**src/rtl/ddr3_init_seq.sv**
```systemverilog
module ddr3_init_seq #(
  parameter int CLK_PERIOD_PS = 2500,
  parameter int SIM_DIV       = 1,
  parameter int NUM_CS        = 8,
  parameter int ADDR_W        = 16,
  parameter int BANK_W        = 3,
  parameter int ZQ_MCLKS      = 512,
  parameter int MCLK_PER_CLK  = 1,
  localparam int CS_W = $clog2(NUM_CS)
) (
  input  logic              clk,
  input  logic              rst_n,
  input  logic              start,
  input  logic [NUM_CS-1:0] cs_present,
  input  logic              registered,
  input  logic [NUM_CS-1:0] mirror_mask,
  input  logic [ADDR_W-1:0] mr0_val,
  input  logic [ADDR_W-1:0] mr1_val,
  input  logic [ADDR_W-1:0] mr2_val,
  input  logic [ADDR_W-1:0] mr3_val,
  input  logic              cmd_ack,
  output logic              mem_reset_n,
  output logic              cke,
  output logic              cmd_valid,
  output logic              cmd_mrs,
  output logic [ADDR_W-1:0] cmd_addr,
  output logic [BANK_W-1:0] cmd_bank,
  output logic [CS_W-1:0]   cmd_cs,
  output logic              busy,
  output logic              init_done
);
  localparam longint STEP_PS = longint'(CLK_PERIOD_PS) * SIM_DIV;
  localparam longint ZQ_STEP = longint'(MCLK_PER_CLK) * SIM_DIV;
  localparam int T_RST  = int'((64'd200_000_000 + STEP_PS - 1) / STEP_PS);
  localparam int T_STAB = int'((64'd500_000_000 + STEP_PS - 1) / STEP_PS);
  localparam int T_TXPR = int'((64'd360_000 + STEP_PS - 1) / STEP_PS);
  localparam int T_ZQ   = int'((longint'(ZQ_MCLKS) + ZQ_STEP - 1) / ZQ_STEP);
  localparam int T_A    = (T_RST > T_STAB) ? T_RST : T_STAB;
  localparam int T_B    = (T_TXPR > T_ZQ) ? T_TXPR : T_ZQ;
  localparam int T_MAX  = (T_A > T_B) ? T_A : T_B;
  localparam int CNT_W  = $clog2(T_MAX + 1);

  typedef enum logic [2:0] {S_IDLE, S_RST, S_STAB, S_TXPR, S_CMD, S_ACK, S_ZQW, S_DONE} st_t;

  st_t              st;
  logic [CNT_W-1:0] cnt;
  logic [CS_W-1:0]  cs_idx;
  logic [1:0]       pos;
  logic             is_zq, zq_two, rstn_q, cke_q, done_q;

  logic [CS_W-1:0]   first_cs, next_cs;
  logic              first_ok, next_ok;
  logic [1:0]        mr_num;
  logic [ADDR_W-1:0] raw, mrs_addr;
  logic [BANK_W-1:0] raw_bank, mrs_bank;
  logic              mirrored;

  always_comb begin
    first_ok = 1'b0;
    first_cs = '0;
    next_ok  = 1'b0;
    next_cs  = '0;
    for (int i = NUM_CS - 1; i >= 0; i--) begin
      if (cs_present[i]) begin
        first_ok = 1'b1;
        first_cs = CS_W'(i);
      end
      if (cs_present[i] && i > int'(cs_idx)) begin
        next_ok = 1'b1;
        next_cs = CS_W'(i);
      end
    end
  end

  always_comb begin
    case (pos)
      2'd0:    mr_num = 2'd2;
      2'd1:    mr_num = 2'd3;
      2'd2:    mr_num = 2'd1;
      default: mr_num = 2'd0;
    endcase
    case (mr_num)
      2'd0:    raw = mr0_val | (ADDR_W'(1) << 8);
      2'd1:    raw = mr1_val;
      2'd2:    raw = mr2_val;
      default: raw = mr3_val;
    endcase
  end

  assign raw_bank = BANK_W'(mr_num);
  assign mirrored = !registered && mirror_mask[cs_idx];

  always_comb begin
    mrs_addr = raw;
    mrs_bank = raw_bank;
    if (mirrored) begin
      mrs_addr[3] = raw[4];
      mrs_addr[4] = raw[3];
      mrs_addr[5] = raw[6];
      mrs_addr[6] = raw[5];
      mrs_addr[7] = raw[8];
      mrs_addr[8] = raw[7];
      mrs_bank[0] = raw_bank[1];
      mrs_bank[1] = raw_bank[0];
    end
  end

  always_ff @(posedge clk or negedge rst_n) begin
    if (!rst_n) begin
      st     <= S_IDLE;
      cnt    <= '0;
      cs_idx <= '0;
      pos    <= '0;
      is_zq  <= 1'b0;
      zq_two <= 1'b0;
      rstn_q <= 1'b0;
      cke_q  <= 1'b0;
      done_q <= 1'b0;
    end else begin
      case (st)
        S_IDLE:
          if (start) begin
            st  <= S_RST;
            cnt <= CNT_W'(T_RST - 1);
          end
        S_RST:
          if (cnt == '0) begin
            st     <= S_STAB;
            rstn_q <= 1'b1;
            cnt    <= CNT_W'(T_STAB - 1);
          end else cnt <= cnt - 1'b1;
        S_STAB:
          if (cnt == '0) begin
            st    <= S_TXPR;
            cke_q <= 1'b1;
            cnt   <= CNT_W'(T_TXPR - 1);
          end else cnt <= cnt - 1'b1;
        S_TXPR:
          if (cnt == '0) begin
            st     <= S_CMD;
            pos    <= 2'd0;
            cs_idx <= first_cs;
            is_zq  <= !first_ok;
          end else cnt <= cnt - 1'b1;
        S_CMD:
          st <= S_ACK;
        S_ACK:
          if (cmd_ack) begin
            if (is_zq) begin
              st  <= S_ZQW;
              cnt <= CNT_W'(T_ZQ - 1);
            end else if (pos != 2'd3) begin
              pos <= pos + 2'd1;
              st  <= S_CMD;
            end else begin
              pos <= 2'd0;
              st  <= S_CMD;
              if (registered && next_ok) cs_idx <= next_cs;
              else is_zq <= 1'b1;
            end
          end
        S_ZQW:
          if (cnt == '0) begin
            if (zq_two) begin
              st     <= S_DONE;
              done_q <= 1'b1;
            end else begin
              zq_two <= 1'b1;
              st     <= S_CMD;
            end
          end else cnt <= cnt - 1'b1;
        default: ;
      endcase
    end
  end

  assign mem_reset_n = rstn_q;
  assign cke         = cke_q;
  assign init_done   = done_q;
  assign busy        = (st != S_IDLE) && (st != S_DONE);
  assign cmd_valid   = (st == S_CMD);
  assign cmd_mrs     = !is_zq;
  assign cmd_addr    = is_zq ? (ADDR_W'(1) << 10) : mrs_addr;
  assign cmd_bank    = is_zq ? '0 : mrs_bank;
  assign cmd_cs      = is_zq ? '0 : cs_idx;
endmodule

```
**config.mk**
```make
export PLATFORM = sky130hd
export DESIGN_NAME = ddr3_init_seq
export DESIGN_NICKNAME = d
export VERILOG_FILES = /design/src/rtl/ddr3_init_seq.sv
export SDC_FILE = /design/constraint.sdc
export NUM_CORES = 1
export LEC_CHECK = 0
export BUFFER_PORTS_ARGS = -buffer_cell sky130_fd_sc_hd__buf_2
export CAP_MARGIN = 15
export CORE_ASPECT_RATIO = 1.4
export CORE_MARGIN = 4
export CORE_UTILIZATION = 33
export DETAILED_ROUTE_END_ITERATION = 7
export PLACE_DENSITY = 0.64
export SLEW_MARGIN = 10
export SYNTH_ARGS = -nofsm -noshare
export SYNTH_HDL_FRONTEND = slang
export SYNTH_SLANG_ARGS = --single-unit
```
**constraint.sdc**
```tcl
create_clock -name clk -period 2.55 [get_ports clk]
set_clock_uncertainty 0.1 [all_clocks]
set_input_delay 0.255 -clock clk [delete_from_list [all_inputs] [get_ports clk]]
set_output_delay 0.255 -clock clk [all_outputs]
set_load 0.01 [all_outputs]
```
# After elaboration in Yosys (flattened, before gate mapping)
# Cells that the tools add are included.
# classes
n_lt_le_gt_ge,8
n_eq_ne,23
reduce_logical,31
muxes,72
n_addsub,2
# op_table
op,count
$mux W18,6
$pmux W18 S5,1
$mux W3,27
$pmux W16 S3,1
$ne A2 B2 Y1 const B,12
$mux W1,21
$pmux W3 S7,1
$logic_not A18 Y1,1
$sub A18 B1 Y18 const B,1
$mux W16,1
$mux W2,8
$gt A3 B3 Y1 const A,4
$logic_and A1 B1 Y1,10
$eq A3 B3 Y1 const B,3
$reduce_and A7 Y1,1
$reduce_bool A7 Y1,1
$eq A3 B2 Y1 const B,2
$gt A2 B3 Y1 const A,2
$mux W6,1
$pmux W2 S3,1
$pmux W3 S2,1
$reduce_and A2 Y1,3
$reduce_and A3 Y1,2
$reduce_and A6 Y1,1
other kinds (19),24
# totals
word_cells,145
register_bits,31
inputBits,85
output_inout_bits,28

# Longest topological paths before layout
# logic_depth
depth_word,15
mapped_depth,9
depth_no_buf,7

# Worst setup path after synthesis
# Ideal clock, no wire load.
# synth_timing
path_type,flip-flop to flip-flop
startpoint,register cnt[2]
endpoint,register cnt[11]
t_arrival_ns,2.314
synth_period_minus_slack_ns,2.550
path_buffers,2
path_stages_with_launch,9
required_time_ns,2.314
slack_ns,0.000
setup_time_ns,0.136
path_cell_list,dfrtp_1 or4_4 or2_1 buf_6 nor2_1 a31o_2 buf_2 nor4_1 or3b_2
# synth_via
elab_chain_len,3
elab_cells_between_ends,8
cone_classes,add/sub (1); eq/ne (1); mux (4); reduce/logical (2)
# synth_lines
item,line,rtl
start: declaration,46,logic [CNT_W-1:0] cnt;
start signal: assignment,124,cnt <= CNT_W'(T_RST - 1);
start signal: assignment,130,cnt <= CNT_W'(T_STAB - 1);
start signal: assignment,131,end else cnt <= cnt - 1'b1;
$sub A18 B1 Y18 or $logic_not A18 Y1 (tied branches),-,
$mux W18 (tied with other cells),"139, 163",
$pmux W18 S5 or $reduce_and A5 Y1 (tied branches),-,
# Several ways; a longest one is shown, not always the timed one. The select of a mux whose other input is x is not followed.
# A chain may end at the register's enable or synchronous reset.

# Final worst setup path
# layout_timing
startpoint,register pos[1]
endpoint,output port cmd_addr[6]
# layout_via
elab_chain_len,6
elab_cells_between_ends,10
cone_classes,eq/ne (4); mux (4); reduce/logical (2)
# layout_lines
item,line,rtl
start: declaration,48,logic [1:0] pos;
start signal: assignment,153,pos <= pos + 2'd1;
$eq A2 B2 Y1 (tied with other cells),76,case (pos)
$pmux W2 S3 (*),76,
$eq A2 B2 Y1 (tied with other cells),82,case (mr_num)
$pmux W16 S3 (*),82,
$mux W6 (*),96,if (mirrored) begin
$mux W16 (*),183,assign cmd_addr = is_zq ? (ADDR_W'(1) << 10) : mrs_addr;
end: declaration,26,"output logic [ADDR_W-1:0] cmd_addr,"
# Mark *: on every way between the ends. The rest lies on a longest branch, timed or not.

==> impl_metrics.csv <==
group,metric,value,unit
global_route,antenna_found_initial,0,
pwr,p_comb_frac,0.301,
timing,slew_headroom,0.532,
critical_path,crit_required,2.19,ns
routing,wl_per_cell,16.4,um
logic_synthesis,ys_types,61,
critical_path,r2r-end,"cnt[13]$_DFFE_PN0P_",
floorplan,io-pin-count,113,
critical_path,cp_max_fo,14,
logic_synthesis,ys_ff_latch,31,
critical_path,ff2ff_path_depth,6,
logic_synthesis,netlist_area,2790,sq um
floorplan,rows,39,
global_route,grt-ovfl-total,0,
min_path,hold_path_class,"in -> reg",
timing,rsz0062_at_grt,"true",
logic_synthesis,seq_area_frac_synth,0.278,
clock_tree,numCtsBuffers,5,
clock_tree,clkLatencyLatePin,0.28,ns
timing,layout_min_cycle_time,2.46,ns
placed_design,dp_hpwl,7.61,mm
logic_synthesis,yosys_warnings,0,
pwr,intPower,1.30,mW
global_route,track_usage,0.190,
pwr,pwr-share-clk,0.327,
global_route,grt_pass1_vias,3248,
critical_path,startpoint,"pos[1]$_DFFE_PN0P_",
floorplan,initial_core_util,0.340,
timing,drv_slew,0,
pwr,switching_power,585,uW
timing,whs,0.224,ns
critical_path,cp-endpoint,"cmd_addr[6]",
finish,synthToLayoutAreaGrowth,35.6,%
clock_tree,cts_tree,"yes",
logic_synthesis,async_flop_share,1.00,
logic_synthesis,syn_inst,363,
timing,final_hold_viol_count,0,
routing,ant_nets,0,
timing,setup-tns-final,0,ns
pwr,cellPowerDensity,500,nW/um^2
timing,worstMarginPinSlew,0.702,ns
clock_tree,clock_sinks,31,
finish,final_nets,580,
critical_path,reg2reg_slack,0.10,ns
routing,drt-pass1-iter-count,7,
finish,diodes,0,
routing,drt-initial-drc-count,182,
finish,drive_gt1_frac,0.353,
run,drv_cap,0,
critical_path,worstSetupStartpointType,"flip-flop",
logic_synthesis,synthFlopType,"dfrtp_1",
finish,fillCellCount,849,
timing,post-route-period-util,0.966,
pwr,seqPwrFrac,0.373,
floorplan,die_x,85.7,um
floorplan,die_h,117,um
floorplan,dieArea,10000,sq um
logic_synthesis,syn_avg_cell_area,7.68,sq um
placed_design,place_inst,580,
pwr,ir_drop,0.415,mV
timing,setup_viol,0,
pwr,leakagePower,1.81,nW
clock_tree,path_clk_slew,0.05,ns
logic_synthesis,syn_nets,457,
critical_path,endpoint_kind,"output port",
logic_synthesis,synth_area_leaders,"dfrtp_1 (28%), nor2_1 (8.7%), a21oi_1 (7.2%)",
critical_path,reg2reg_from,"cnt[15]$_DFFE_PN0P_",
run_status,status,"finished, final reports clean",
placed_design,place.gp.congestion,0.894,
routing,avgViaCountPerCell,5.56,
global_route,grt_max_degree,32,
timing,max_freq,406,MHz
routing,drc,0,
floorplan,core,8200,sq um
logic_synthesis,synth_largest_area_cell,"dfrtp_1",
routing,routed_wirelength,9.66,mm
placed_design,io_buffers,110,
pwr,sw_frac_of_total,0.310,
clock_tree,cts_setup_buffers,0,
routing,dr_total_vias,3276,
critical_path,path_class,"reg -> out",
clock_tree,clk_root_buffer_cell,"clkbuf_16",
finish,final-instance-count-excl-fill,589,
clock_tree,clockBufferDepth,2,
logic_synthesis,synth_edf_count,0,
logic_synthesis,synth_top_cell_area_share,0.278,
global_route,grt_pass1_wl,15.3,mm
clock_tree,h-tree-depth,2,
critical_path,arrival,2.11,ns
-- worst min-delay path by stage --
stage,start,endpoint,slack (ns),cells past startpoint
2_1_floorplan,rst_n,cke$_DFFE_PN0P_,-0.14,0
3_5_place_dp,rst_n,cnt[16]$_DFFE_PN0P_,0.25,1
5_1_grt,cs_present[0],is_zq$_DFFE_PN0P_,0.24,4
6_report,cs_present[4],is_zq$_DFFE_PN0P_,0.22,4
3_3_place_gp,rst_n,cnt[17]$_DFFE_PN0P_,0.25,1
4_1_cts,cs_present[4],is_zq$_DFFE_PN0P_,0.22,4
-- registers in the layout, summed over array words and instances, names as in the netlist --
signal	cells
pos	2
cs_idx	3
zq_two	1
cke	1
st	3
init_done	1
is_zq	1
cnt	18
mem_reset_n	1
-- through the flow --
step	utilization	power, mW	worst slack, ns	area (sq um)
4_1_cts	0.458	1.89	0.0256	3750
6_report	0.461	1.89	0.0859	3780
5_1_grt	0.461	2.00	-0.0446	3780
2_1_floorplan	-	1.01	0.0153	2790
3_5_place_dp	0.436	1.26	0.0525	3570
3_3_place_gp	0.436	1.24	0.0989	3570
-- repair_timing --
item | 4_1_cts | 5_1_grt
pin swaps | 0 | 1
setup endpoints to repair | 8 | 23
resized for setup | 4 | 8
hold buffers | 1 | 0
hold endpoints to repair | 31 | 0
-- Yosys cell counts, drive strengths merged (3+ instances only) --
library cell  instances
nor2                 66
a21oi                40
dfrtp                31
o21ai                24
nand2                20
clkbuf               19
a222oi               15
inv                  15
nor3                 13
ha                    9
mux2i                 9
nor4                  9
a31oi                 6
o22ai                 6
o31ai                 6
a22o                  5
buf                   5
nand2b                5
nand3                 4
nor2b                 4
a211oi                3
a31o                  3
o211ai                3
or3                   3
-- cell families (layout without fill, tap and decap cells) --
logic type / after synthesis / after routing / synth area share
other cells: 1 / 1 / 0.00134
xor+xnor: 2 / 2 / 0.00628
fa+ha+maj: 9 / 9 / 0.0404
flops: 31 / 31 / 0.278
buf+inv: 39 / 163 / 0.0597
compound gates: 135 / 135 / 0.336
mux: 13 / 13 / 0.0565
simple gates: 133 / 133 / 0.222
-- layout make-up --
type                       count  area, sq um  area share
sequential                    31          777       0.205
inverter                      15         60.1      0.0159
clock buffer                   8          156      0.0414
timing repair buffer         140          778       0.206
tap                          102          128      0.0338
multi-input combinational    293         1880       0.498
-- power groups by stage --
stage	clock [mW]	combinational [mW]	sequential, mW
floorplan	0	0.309	0.705
global placement	0	0.541	0.697
global route	0.649	0.633	0.720
CTS	0.629	0.563	0.697
finish	0.617	0.568	0.704
detailed placement	0	0.556	0.702
-- layer usage --
layer | vias up | GRT usage | part of all wire
met5 | - | 0 | 0
met4 | 0 | 0.0570 | 0.018
met3 | 14 | 0.0406 | 0.076
met2 | 124 | 0.376 | 0.53
met1 | 1526 | 0.198 | 0.38
li1 | 1612 | - | -
-- worst max-delay path: stages, from the launching register on --
cell and delay [ns]:
dfrtp_2 0.44, inv_1 0.13, ha_1 0.23, clkinvlp_4 0.24, a21oi_1 0.29, mux2i_1 0.11, nor2_1 0.21, buf_2 0.18
-- cells in the final DEF (no fill, tap or decap), types with 3 or more instances in the layout --
cell	netlist	final
buf_2	1	110
nor2_1	65	64
a21oi_1	40	37
dfrtp_1	31	30
buf_4	1	29
o21ai_0	23	23
nand2_1	20	20
a222oi_1	15	15
inv_1	15	14
nor3_1	13	13
mux2i_1	9	9
nor4_1	8	7
a31oi_1	6	6
o22ai_1	6	6
ha_1	9	6
nand2b_1	5	5
o31ai_1	5	5
a22o_1	5	5
clkbuf_16	0	5
nor2b_1	4	4
nand3_1	4	4
a21oi_2	0	3
a31o_2	3	3
a211oi_1	3	3
o211ai_1	3	3
ha_2	0	3
No activity file was read; power rests on OpenSTA's default activity.
